### src/rtl/evt_timer8_pkg.sv
package evt_timer8_pkg;

   typedef enum logic [1:0] {
      MODE_OFF   = 2'b00,
      MODE_EVENT = 2'b01,
      MODE_TIMER = 2'b10,
      MODE_PULSE = 2'b11
   } tmr_mode_e;

   localparam int CTRL_W      = 8;
   localparam int PSC_FIELD_W = 3;
   localparam int BIT_EDGE    = 3;
   localparam int BIT_ON      = 4;
   localparam int BIT_GAP     = 5;
   localparam int BIT_MODE_LO = 6;

endpackage

### src/rtl/evt_input_sync.sv
module evt_input_sync #(
   parameter int STAGES = 2
) (
   input  logic clk,
   input  logic rst_n,
   input  logic pin,
   input  logic edge_fall,
   output logic lvl_active,
   output logic edge_active,
   output logic edge_inactive
);
   generate
      if (STAGES < 2) begin : g_bad_stages
         $error("evt_input_sync: STAGES must be at least 2");
      end
   endgenerate

   logic [STAGES:0] chain_q;

   always_ff @(posedge clk or negedge rst_n) begin
      if (!rst_n) chain_q <= '0;
      else        chain_q <= {chain_q[STAGES-1:0], pin};
   end

   logic cur_lvl, prev_lvl;
   assign cur_lvl       = chain_q[STAGES-1] ^ edge_fall;
   assign prev_lvl      = chain_q[STAGES]   ^ edge_fall;
   assign lvl_active    = cur_lvl;
   assign edge_active   = cur_lvl & ~prev_lvl;
   assign edge_inactive = ~cur_lvl & prev_lvl;

endmodule

### src/rtl/evt_prescaler.sv
module evt_prescaler #(
   parameter int PSC_W   = 3,
   parameter int USE_RTC = 0
) (
   input  logic             clk,
   input  logic             rst_n,
   input  logic             run,
   input  logic             rtc_tick,
   input  logic [PSC_W-1:0] sel,
   output logic             tick
);
   localparam int DIV_W = 1 << PSC_W;

   generate
      if (PSC_W < 1 || PSC_W > 3) begin : g_bad_psc
         $error("evt_prescaler: PSC_W must be 1..3");
      end
      if (USE_RTC != 0 && USE_RTC != 1) begin : g_bad_rtc
         $error("evt_prescaler: USE_RTC must be 0 or 1");
      end
   endgenerate

   logic base;
   generate
      if (USE_RTC == 1) begin : g_base_rtc
         assign base = rtc_tick;
      end else begin : g_base_sys
         assign base = 1'b1;
      end
   endgenerate

   logic [DIV_W-1:0] div_q;
   logic [DIV_W-1:0] mask;

   always_comb begin
      for (int i = 0; i < DIV_W; i++) begin
         mask[i] = (i <= int'(sel));
      end
   end

   assign tick = run && base && ((div_q & mask) == mask);

   always_ff @(posedge clk or negedge rst_n) begin
      if (!rst_n)      div_q <= '0;
      else if (!run)   div_q <= '0;
      else if (base)   div_q <= div_q + 1'b1;
   end

endmodule

### src/rtl/evt_count_core.sv
module evt_count_core #(
   parameter int CNT_W = 8
) (
   input  logic             clk,
   input  logic             rst_n,
   input  logic             inc,
   input  logic [CNT_W-1:0] reload,
   output logic [CNT_W-1:0] count,
   output logic             wrap
);
   logic [CNT_W-1:0] cnt_q;

   assign wrap  = inc && (cnt_q == '1);
   assign count = cnt_q;

   always_ff @(posedge clk or negedge rst_n) begin
      if (!rst_n)     cnt_q <= '0;
      else if (wrap)  cnt_q <= reload;
      else if (inc)   cnt_q <= cnt_q + 1'b1;
   end

endmodule

### src/rtl/evt_timer8.sv
module evt_timer8
   import evt_timer8_pkg::*;
#(
   parameter int CNT_W       = 8,
   parameter int PSC_W       = 3,
   parameter int SYNC_STAGES = 2,
   parameter int USE_RTC     = 0
) (
   input  logic             clk,
   input  logic             rst_n,
   input  logic             rtc_tick,
   input  logic             ext_in,
   input  logic             data_we,
   input  logic [CNT_W-1:0] data_wdata,
   output logic [CNT_W-1:0] data_rdata,
   input  logic             ctrl_we,
   input  logic [7:0]       ctrl_wdata,
   output logic [7:0]       ctrl_rdata,
   input  logic             irq_clr,
   output logic             irq_flag,
   output logic             pfd_out
);
   generate
      if (CNT_W < 2 || CNT_W > 16) begin : g_bad_width
         $error("evt_timer8: CNT_W must be 2..16");
      end
      if (PSC_W > PSC_FIELD_W) begin : g_bad_field
         $error("evt_timer8: PSC_W does not fit the control field");
      end
   endgenerate

   // control state
   logic [PSC_W-1:0] psc_q;
   logic             edge_fall_q;
   logic             on_q;
   tmr_mode_e        mode_q;

   // synchronised input
   logic lvl_act, edge_act, edge_inact;

   evt_input_sync #(.STAGES(SYNC_STAGES)) u_sync (
      .clk           (clk),
      .rst_n         (rst_n),
      .pin           (ext_in),
      .edge_fall     (edge_fall_q),
      .lvl_active    (lvl_act),
      .edge_active   (edge_act),
      .edge_inactive (edge_inact)
   );

   // pulse-width window
   logic pw_mode, pw_open_q, pw_stop;
   assign pw_mode = on_q && (mode_q == MODE_PULSE);
   assign pw_stop = pw_mode && pw_open_q && edge_inact;

   always_ff @(posedge clk or negedge rst_n) begin
      if (!rst_n)           pw_open_q <= 1'b0;
      else if (!pw_mode)    pw_open_q <= 1'b0;
      else if (edge_act)    pw_open_q <= 1'b1;
      else if (edge_inact)  pw_open_q <= 1'b0;
   end

   // prescaler
   logic psc_run, psc_tick;
   assign psc_run = on_q && ((mode_q == MODE_TIMER) || (pw_mode && pw_open_q));

   evt_prescaler #(.PSC_W(PSC_W), .USE_RTC(USE_RTC)) u_psc (
      .clk      (clk),
      .rst_n    (rst_n),
      .run      (psc_run),
      .rtc_tick (rtc_tick),
      .sel      (psc_q),
      .tick     (psc_tick)
   );

   // control register
   always_ff @(posedge clk or negedge rst_n) begin
      if (!rst_n) begin
         psc_q       <= '0;
         edge_fall_q <= 1'b0;
         on_q        <= 1'b0;
         mode_q      <= MODE_OFF;
      end else if (ctrl_we) begin
         psc_q       <= ctrl_wdata[PSC_W-1:0];
         edge_fall_q <= ctrl_wdata[BIT_EDGE];
         on_q        <= ctrl_wdata[BIT_ON];
         mode_q      <= tmr_mode_e'(ctrl_wdata[BIT_MODE_LO +: 2]);
      end else if (pw_stop) begin
         on_q        <= 1'b0;
      end
   end

   logic [PSC_FIELD_W-1:0] psc_field;
   assign psc_field  = PSC_FIELD_W'(psc_q);
   assign ctrl_rdata = {mode_q, 1'b0, on_q, edge_fall_q, psc_field};

   // reload register
   logic [CNT_W-1:0] reload_q;
   always_ff @(posedge clk or negedge rst_n) begin
      if (!rst_n)        reload_q <= '0;
      else if (data_we)  reload_q <= data_wdata;
   end

   // counter
   logic cnt_inc, cnt_wrap;
   assign cnt_inc = on_q && (((mode_q == MODE_EVENT) && edge_act) || (psc_run && psc_tick));

   evt_count_core #(.CNT_W(CNT_W)) u_core (
      .clk    (clk),
      .rst_n  (rst_n),
      .inc    (cnt_inc),
      .reload (reload_q),
      .count  (data_rdata),
      .wrap   (cnt_wrap)
   );

   // wrap outputs
   logic irq_q, pfd_q;
   always_ff @(posedge clk or negedge rst_n) begin
      if (!rst_n) begin
         irq_q <= 1'b0;
         pfd_q <= 1'b0;
      end else begin
         if (cnt_wrap)     irq_q <= 1'b1;
         else if (irq_clr) irq_q <= 1'b0;
         if (cnt_wrap)     pfd_q <= ~pfd_q;
      end
   end

   assign irq_flag = irq_q;
   assign pfd_out  = pfd_q;

endmodule

### config.mk
export PLATFORM = sky130hd
export DESIGN_NAME = evt_timer8
export DESIGN_NICKNAME = d
export VERILOG_FILES = /design/src/rtl/evt_timer8_pkg.sv /design/src/rtl/evt_input_sync.sv /design/src/rtl/evt_prescaler.sv /design/src/rtl/evt_count_core.sv /design/src/rtl/evt_timer8.sv
export SDC_FILE = /design/constraint.sdc
export NUM_CORES = 1
export LEC_CHECK = 0
export BUFFER_PORTS_ARGS = -buffer_cell sky130_fd_sc_hd__buf_4
export CORE_MARGIN = 2
export CORE_UTILIZATION = 45
export CTS_CLUSTER_SIZE = 40
export DETAILED_ROUTE_END_ITERATION = 7
export PLACE_DENSITY = 0.76
export RECOVER_POWER = 100
export SLEW_MARGIN = 0
export SYNTH_ARGS = -nofsm -noshare
export SYNTH_HDL_FRONTEND = slang
export SYNTH_SLANG_ARGS = --single-unit
### constraint.sdc
create_clock -name clk -period 3.45 [get_ports clk]
set_clock_uncertainty 0.2 [all_clocks]
set_input_delay 0 -clock clk [delete_from_list [all_inputs] [get_ports clk]]
set_output_delay 0 -clock clk [all_outputs]
set_load 0.1 [all_outputs]
### Word level (Yosys, flattened, before mapping)

Cells that the tools add are included.

* divide/modulo/power cells: 0
* $mul: 0
* reductions and logical operators: 14
* bitwise operators: 8
* shift-type cells: 0
* order comparisons: 7
* eq/ne operators: 6
* $add $sub $neg: 2
* multiplexer cells: 10

Operators by type and width (count)
* 8-bit 2-to-1 mux: 3
* 8-bit by 1-bit adder with 8-bit output (second input constant): 2
* 3-bit <= comparator (first input constant): 4
* 1-bit logical AND: 9
* 8-bit AND: 1
* 8-bit == test: 1
* 8-bit == test (second input constant): 1
* 1-bit 2-to-1 mux: 7
* 2-bit by 3-bit <= comparator with 1-bit output (first input constant): 2
* 2-bit nonzero test: 3
* 2-bit == test (second input constant): 2
* 1-bit by 3-bit <= comparator with 1-bit output (first input constant): 1
* 3-bit inequality test (second input constant): 1
* 1-bit inverter: 3
* 1-bit AND: 2
* 2-bit by 1-bit == test with 1-bit output (second input constant): 1
* 1-bit logical OR: 2
* 1-bit bitwise XOR: 2

* register bits after elaboration: 37
* memories kept: 0
* bits in writable memories: 0
* memory bits (read-only): 0
* latch bits: 0
* word-level logic and storage cells: 58
* output and inout port bits: 18
* input port bits: 23

### Longest topological paths before layout

Gate-level depths: netlist (run 1).

* depth in word-level cells: 11
* gate-level depth with buffers: 9
* gate-level depth less buffers: 8

### Modules after synthesis

A second synthesis (run 1) with hierarchy kept.

* cells, all modules: 155
* area, all modules: 1806.7 um^2

Modules (own cells, without submodules)
* evt_timer8: sequential area each 450.4 um^2, cells an instance 54, instances 1, area an instance 798.3 um^2
* evt_count_core: sequential area each 200.2 um^2, cells an instance 48, instances 1, area an instance 456.7 um^2
* evt_prescaler: sequential area each 200.2 um^2, cells an instance 43, instances 1, area an instance 429.2 um^2
* evt_input_sync: sequential area each 75.1 um^2, cells an instance 10, instances 1, area an instance 122.6 um^2

### Worst setup path after synthesis (run 1)

Ideal clock, no wire load.

* path type: register -> register
* from: reg mode_q[0]
* to: reg u_core.cnt_q[4], in the netlist u_core.count[4]
* data arrival time: 2128 ps
* cell stages (with the launch flop): 7
* setup time: 128 ps
* buffers on the path: 0
* path slack: 994 ps
* period minus slack after synthesis: 2456 ps
* required time: 3122 ps
* cell sequence: dfrtp_1 inv_1 o211ai_4 nor2_2 a21oi_4 nor2_1 mux2_1

* cells in the longest elaborated chain, start to end: 11
* elaborated cells between the ends (all ways): 15
* those cells by class: eq/ne (3); mux (1); reduce/logical (11)

Ends and longest elaborated chain
* start, declared: line evt_timer8.sv:36 `tmr_mode_e mode_q;`
* start signal, assigned: line evt_timer8.sv:87 `mode_q <= tmr_mode_e'(ctrl_wdata[BIT_MODE_LO +: 2]);`
* 2-bit == test: line evt_timer8.sv:53 `assign pw_mode = on_q && (mode_q == MODE_PULSE);`
* 1-bit logical AND: line evt_timer8.sv:53
* 1-bit logical AND: line evt_timer8.sv:65 `assign psc_run = on_q && ((mode_q == MODE_TIMER) || (pw_mode && pw_open_q));`
* 1-bit logical OR: line evt_timer8.sv:65
* 1-bit logical AND: line evt_timer8.sv:65
* 1-bit logical AND: line evt_prescaler.sv:41 `assign tick = run && base && ((div_q & mask) == mask);`
* 1-bit logical AND: line evt_timer8.sv:106 `assign cnt_inc = on_q && (((mode_q == MODE_EVENT) && edge_act) || (psc_run && psc_tick));`
* 1-bit logical OR *: line evt_timer8.sv:106
* 1-bit logical AND *: line evt_timer8.sv:106
* 1-bit logical AND: line evt_count_core.sv:13 `assign wrap = inc && (cnt_q == '1);`
* 8-bit 2-to-1 mux / 2-bit nonzero test (equally long branches)
* end signal, assigned: line evt_count_core.sv:18 `else if (wrap) cnt_q <= reload;`
* end signal, assigned: line evt_count_core.sv:19 `else if (inc) cnt_q <= cnt_q + 1'b1;`
* end, declared: line evt_count_core.sv:11 `logic [CNT_W-1:0] cnt_q;`

Every way passes the cells marked *; elsewhere a longest branch is shown, timed or not.
A chain may end at the register's enable or synchronous reset.

### Worst setup path in the final report (run 1)

* from: reg mode_q[0]
* to: reg u_core.cnt_q[6], in the netlist u_core.count[6]

Same word-level chain as after synthesis.

==> results by group, run 1 <==
Status
  • Result of the run: complete, but fails checks
  • Violations in the final reports: capacitance limit, slew limit

Power and ir drop
  • Switching Power: about 0.43 mW
  • Static Leak: between 1 and 1.5 nW
  • Combinational power share: between 20% and 30%
  • Register share of total power: between 30% and 40%
  • Portion of total power attributed to the clock network: 35.5%
  • Maximum vdd ir drop: about 510 µV
  • Pint: 0.854 mW
  • Switching share of power: about a third
  • Power per cell area: between 500 and 600 nW/µm²

STA
  • Highest attainable clock frequency: approximately 430 MHz
  • Setup repair after global routing missed its margin: no
  • Final setup slack of the worst path: ~1.1 ns
  • Final-report max-slew violation count: 38
  • Final worst path period share: about 67%
  • Final period demand of the worst path: between 2 and 2.5 ns
  • Final setup violating endpoints: 0
  • Worst Tran Pin Value: ~1.9 ns
  • Final count of hold timing violations: 0
  • Worst slew slack as a fraction of its limit: -28.8%
  • Total negative slack: 0 ns

Die
  • Floorplan core area: between 3000 and 4000 µm²
  • Y dimension of the die: between 60 and 70 µm
  • Die Footprint: ~4400 µm²
  • DIE WIDTH: 66.3 µm
  • Cell Rows: 22
  • I/O pin count: 41
  • Initial standard-cell utilization of the core: between 40% and 50%

Cells and area
  • Diodes inserted: 0
  • Post-route cell area: 2440 µm²
  • Final Net Count: ~260
  • Layout Area Growth over Synthesis: 40.0%
  • Fraction of layout cells with a size suffix above 1: 18.5%
  • Number of fill cells: 325

Placement
  • Placer Congestion: approximately 0.79
  • HPWL Detailed: ~2400 µm
  • I/O Buffers: 37
  • Worst setup timing slack at the placement stage: between 1 and 1.5 ns
  • Placed Instance Area: between 2000 and 2500 µm²

CTS
  • Clock tree from TritonCTS: done
  • Post-CTS setup buffer count: 0
  • Number of levels the H-tree was split into: 2
  • Hold_buf cts: 35
  • Maximum buffer depth of the clock tree: 2
  • Num CTS Buffers: 5
  • Clock transition time at the flip-flop clock pins of the worst setup and hold paths: about 0.080 ns
  • Buffer type at the clock tree root: clkbuf_8
  • Clock latency reported for the late side of the worst-skew pair: around 0.30 ns
  • Number of cells upsized or downsized after cts: 0
  • Number of clock sinks: 37

Global routing
  • Vias in the first global route: 1492
  • Number of antenna violations at the first check in global routing: 0
  • Global-route wire length before repair: approximately 6500 µm
  • Largest net degree at the start of global routing: 38
  • Global router's overall resource usage: 19.6%
  • Remaining global-route overflow: 0

Logic synthesis
  • Count of different cell masters after synthesis: 34
  • Synth Warn #: 0
  • Total of flip-flops plus latches after synthesis: 37
  • Mean instance size in the synthesized netlist: 11.0 µm²
  • Post-synthesis sequential area ratio: 53.1%
  • Post-synthesis instance total: around 160
  • Post-synthesis cell area: approximately 1700 µm²
  • Syn_nets: 185

Critical path
  • Cell breakdown of the critical path: inv_1 > o211ai_1 > nor2_2 > a21oi_4 > nor3_1 > mux2_1
  • Crit path launch type: register
  • Worst reg-to-reg setup slack: ~1.1 ns
  • Worst EP arrival: around 2.3 ns
  • Category of the critical setup timing path: reg -> reg
  • Slowest CP cell: o211ai_1
  • Required time of the critical path: around 3.4 ns
  • Endpoint type of the worst setup path: register
  • Max incr delay on CP: between 0.6 and 0.7 ns
  • Peak fanout along the critical path: 15

Route
  • Final antenna-violating net count: 0
  • Via/cell ratio: 5.05
  • First DRT Iteration DRCs: 36
  • Post-route DRC violation count: 0
  • Drt pass-1 iters: 4
  • Routed vias: ~1400
  • Mean routed wirelength per cell: between 10 and 15 µm
  • Wirelength, routed: ~3700 µm

Min path
  • Path category of the worst min-delay check: reg -> reg

Run
  • Max-capacitance violation count: 1
layout by cell type (no fill, tap or decap), drive strengths merged, types with 3 or more instances in the layout:
cell type	instances
dfrtp	37
dlygate4sd3	35
clkbuf	25
buf	17
nor2	17
mux2	16
nand2	15
o21ai	11
nand3	8
inv	8
xor2	7
ha	4
a21oi	4
and3	3
a21boi	3
area by class of cell:
type	count	area (µm²)	share of cell area [%]
flip-flops and latches	37	926	37.9
repair buffers	72	561	23.0
well taps	48	60.1	2.46
multi-input cells	108	732	30.0
inverters	7	26.3	1.08
clock inverters	3	68.8	2.82
clock buffers	5	68.8	2.82
kinds of logic (layout without fill, tap and decap cells):
kind of cell             Yosys count  in the layout  synth area share, %
multiplexers                      18             18                 11.5
AO/OA/AOI/OAI                     25             25                 10.4
buffers and inverters             13             87                 3.87
adder cells (fa/ha/maj)            4              4                 2.87
XOR/XNOR                           9              9                 4.52
AND/OR/NAND/NOR                   51             51                 13.6
flip-flops                        37             37                 53.1
other                              1              1                0.215
layer usage:
layer / share of wire (%) / GRT usage (%) / up-vias
met5: 0 / 0 / -
met4: 1.4 / 8.16 / 0
met3: 5.4 / 4.94 / 6
met2: 51 / 36.5 / 36
met1: 42 / 20.7 / 692
li1: - / - / 681
sequential cells by signal (all words and copies together), names as in the netlist, 2 cells and up:
name and cells:
u_psc.div_q 8, mode_q 2, psc_field 3, reload_q 8
u_sync.chain_q 3, u_core.count 8
final timing paths:
path	from	to	depth (start not counted)
setup / recovery	mode_q[0]	u_core.count[6]	6
hold / removal	u_sync.chain_q[0]	u_sync.chain_q[1]	0
setup reg to reg	mode_q[0]	u_core.count[6]	6
hold reg to reg	u_sync.chain_q[0]	u_sync.chain_q[1]	0
max in group asynchronous	rst_n	reload_q[6]	2
min in group asynchronous	rst_n	on_q	2
metrics by stage:
stage | utilization (%) | cells | hold slack, ns | power (mW)
floorplan | - | 158 | -0.496 | 0.730
global placement | 55.3 | 237 | -0.223 | 0.800
detailed placement | 55.3 | 237 | -0.215 | 0.811
CTS | 68.6 | 280 | 0.00953 | 1.31
global route | 66.2 | 280 | 0.161 | 1.34
finish | 66.2 | 280 | 0.150 | 1.28
worst max-delay path, delay by kind of cell, from the launching register on:
kind            cells  cell delay [ns]
flops               1             0.39
compound gates      2             0.99
buf+inv             1             0.08
mux                 1             0.32
simple gates        2             0.22
Yosys cell counts:
master	number	area, µm²
nor3_1	1	5.00
and3_1	3	18.8
mux2_1	3	33.8
nand2b_1	2	12.5
o31ai_1	2	15.0
nand2_1	15	56.3
nand4_1	1	6.26
nor2_1	16	60.1
nor2b_1	1	6.26
and2_1	1	6.26
o21ai_0	11	55.1
mux2i_1	2	20.0
dfrtp_1	37	926
nor2_2	1	6.26
o211ai_1	1	7.51
o32ai_2	1	16.3
a21boi_0	3	22.5
xor2_1	7	61.3
o22ai_1	1	6.26
nand3_1	8	40.0
conb_1	1	3.75
a21oi_4	1	16.3
inv_1	7	26.3
clkbuf_1	2	7.51
buf_6	1	11.3
a31oi_1	1	6.26
buf_4	3	22.5
mux2_2	13	146
a21oi_1	3	15.0
and4_1	1	8.76
o211ai_4	1	21.3
xnor2_1	2	17.5
nor3_2	1	10.0
ha_1	4	50.1
power by group through the flow:
stage	Clock, mW	Combinational [mW]	Sequential, mW
final	0.454	0.317	0.508
after global routing	0.486	0.336	0.514
after CTS	0.464	0.338	0.508
after detailed placement	0	0.295	0.517
after global placement	0	0.286	0.514
after floorplan	0	0.0940	0.636
(Power assumes the default switching activity.)
==> inputs of run 2 (changes only) <==
--- a/config.mk
+++ b/config.mk
@@ -10,7 +10,7 @@
 export CORE_UTILIZATION = 45
 export CTS_CLUSTER_SIZE = 40
 export DETAILED_ROUTE_END_ITERATION = 7
-export PLACE_DENSITY = 0.76
+export PLACE_DENSITY = 0.78
 export RECOVER_POWER = 100
 export SLEW_MARGIN = 0
 export SYNTH_ARGS = -nofsm -noshare
==> constraint.sdc (replaced) <==
create_clock -name clk -period 1.9 [get_ports clk]
set_clock_uncertainty 0.2 [all_clocks]
set_input_delay 0 -clock clk [delete_from_list [all_inputs] [get_ports clk]]
set_output_delay 0 -clock clk [all_outputs]
set_load 0.1 [all_outputs]
==> run 2 against run 1 <==
- the run ends with setup timing left
- critical path type unchanged
- global-route usage rose by 0.56 points
- maximum frequency rose by 18%
- design area up 8.1%
- largest power group unchanged
- sequential share of layout area fell by 1.5 points
- flip-flop and latch count stayed put
- worst setup slack worse by 1.2 ns
- die area unchanged
- highest routed layer unchanged
- total power grew 68%
- clock-buffer cell count increased by 3
==> results by group, run 2 (synthesis results as in run 1) <==
Route
  • First DRT Iteration DRCs: 36
  • Via/cell ratio: 4.97
  • Routed vias: between 1000 and 1500
  • Drt pass-1 iters: 4
  • Wirelength, routed: 4120 µm
  • Mean routed wirelength per cell: about 14 µm
  • Final antenna-violating net count: 0
  • Post-route DRC violation count: 0

Global routing
  • Global-route wire length before repair: 6640 µm
  • Largest net degree at the start of global routing: 38
  • Global router's overall resource usage: between 20% and 30%
  • Number of antenna violations at the first check in global routing: 0
  • Remaining global-route overflow: 0
  • Vias in the first global route: 1519

STA
  • Worst Tran Pin Value: 0.903 ns
  • Final-report max-slew violation count: 0
  • Final setup violating endpoints: 3
  • Worst slew slack as a fraction of its limit: between 30% and 40%
  • Final worst path period share: 103%
  • Final setup slack of the worst path: -0.0645 ns
  • Final period demand of the worst path: 1.96 ns
  • Final count of hold timing violations: 0
  • Setup repair after global routing missed its margin: yes
  • Highest attainable clock frequency: a little over 500 MHz

Critical path
  • Category of the critical setup timing path: reg -> reg
  • Buf/Inv on CP: 1
  • Kind of cell adding the most delay to the critical path: flip-flops
  • Number of logic stages on the critical path including buffering: 8
  • Endpoint type of the worst setup path: register
  • Worst r2r path cells: 8
  • Worst reg-to-reg setup slack: -0.06 ns
  • Cell breakdown of the critical path: xor2_2 > inv_1 > ha_2 > nand2_2 > nor3_4 > a21oi_4 > nor2b_1 > mux2_1
  • Slowest CP cell: dfrtp_2
  • Crit path launch type: register
  • Endpoint of the worst register-to-register path: u_core.count[2]
  • Peak fanout along the critical path: 5
  • Max incr delay on CP: roughly 0.45 ns
  • Reg2Reg Launch Point: edge_fall_q
  • Worst EP arrival: a little under 2 ns
  • Required time of the critical path: between 1.5 and 2 ns

Power and ir drop
  • Maximum vdd ir drop: 617 µV
  • Power per cell area: between 800 and 900 nW/µm²
  • Static Leak: about 1.2 nW
  • Pint: roughly 1.4 mW
  • Switching share of power: 35.2%
  • Switching Power: 0.757 mW
  • Register share of total power: 43.8%
  • Portion of total power attributed to the clock network: 25.9%
  • Combinational power share: a little under a third

CTS
  • Number of clock sinks: 37
  • Number of levels the H-tree was split into: 2
  • Clock transition time at the flip-flop clock pins of the worst setup and hold paths: 0.07 ns
  • Num CTS Buffers: 5
  • Clock tree from TritonCTS: done
  • Clock latency reported for the late side of the worst-skew pair: around 0.29 ns
  • Maximum buffer depth of the clock tree: 2
  • Buffer type at the clock tree root: clkbuf_8

Cells and area
  • Number of fill cells: ~270
  • Commonest non-fill, non-tap cells in the layout: 34 x dlygate4sd3_1, 34 x buf_4, 23 x dfrtp_1
  • Final Net Count: 270
  • Fraction of layout cells with a size suffix above 1: 41.4%
  • Layout Area Growth over Synthesis: 51.4%
  • Diodes inserted: 0
  • Cell Count, Final, Fillers Out: a little under 300

Die
  • Cell Rows: 22
  • Y dimension of the die: about 66 µm
  • DIE WIDTH: ~66 µm
  • Die Footprint: about 4400 µm²
  • Initial standard-cell utilization of the core: 47.3%
  • I/O pin count: between 40 and 50
  • Floorplan core area: between 3000 and 4000 µm²

Min path
  • Path category of the worst min-delay check: reg -> reg
  • Worst Min Path Start: u_sync.chain_q[0]
  • Hold Crit Endpoint: u_sync.chain_q[1]
  • WHS Path Cells: 0

Run
  • Max-capacitance violation count: 0

Placement
  • Placer Congestion: roughly 0.78
  • HPWL Detailed: approximately 2300 µm
  • Worst setup timing slack at the placement stage: -0.143 ns
  • Total placed cells including tap cells: ~240
  • I/O Buffers: 37

Status
  • Result of the run: complete, but fails checks
  • Violations in the final reports: setup timing
[run 2: worst max path at each step]
stage / from / end / slack [ns]
floorplan: psc_field[0] / u_core.count[2] / -0.09
global route: edge_fall_q / u_core.count[2] / -0.14
detailed placement: edge_fall_q / u_core.count[4] / -0.14
global placement: edge_fall_q / u_core.count[2] / -0.05
finish: edge_fall_q / u_core.count[2] / -0.06
CTS: psc_field[1] / u_core.count[2] / -0.03
[run 2: what timing repair did]
action                                  in CTS  in global routing
pin swaps                                    2                  3
resized for setup                            5                 19
endpoints found under the hold margin       54                  0
hold buffers                                34                  0
buffers inserted                             6                  1
endpoints found under the setup margin       8                 11
[run 2: per-layer routing]
| metal | vias to the layer above | global-route usage [%] | part of all wire [%] |
|---|---|---|---|
| met3 | 5 | 4.60 | 3.6 |
| met2 | 37 | 37.3 | 56 |
| met5 | - | 0 | 0 |
| met1 | 703 | 21.7 | 39 |
| li1 | 707 | - | - |
| met4 | 0 | 8.67 | 1.1 |
[run 2: cell type report]
type                       instances  area, µm²  area share (%)
clock buffer                       8       90.1            3.41
tap                               48       60.1            2.27
multi-input combinational        108        820            31.0
inverter                           7       26.3           0.995
sequential                        37        961            36.4
timing repair buffer              84        684            25.9
[run 2: worst register-to-register path, stage by stage (launching register included)]
cell and delay (ns):
dfrtp_2 0.45, xor2_2 0.19, inv_1 0.06, ha_2 0.17, nand2_2 0.07, nor3_4 0.17, a21oi_4 0.07, nor2b_1 0.14
mux2_1 0.33
[run 2: power groups by stage]
stage	Sequential (mW)	Combinational, mW	Clock (mW)
finish	0.942	0.650	0.557
global route	0.951	0.692	0.612
CTS	0.937	0.645	0.569
detailed placement	0.951	0.540	0
global placement	0.950	0.537	0
floorplan	1.18	0.170	0
[run 2: metrics by stage]
stage | cell area, µm² | power (mW) | utilization [%] | TNS [ns] | hold WS, ns
floorplan | 1780 | 1.35 | - | -0.334 | -0.496
global placement | 2120 | 1.49 | 57.5 | -0.169 | -0.214
detailed placement | 2120 | 1.49 | 57.5 | -0.743 | -0.216
CTS | 2620 | 2.15 | 70.9 | -0.0776 | 0.0168
global route | 2640 | 2.26 | 71.6 | -0.685 | 0.182
finish | 2640 | 2.15 | 71.6 | -0.176 | 0.157
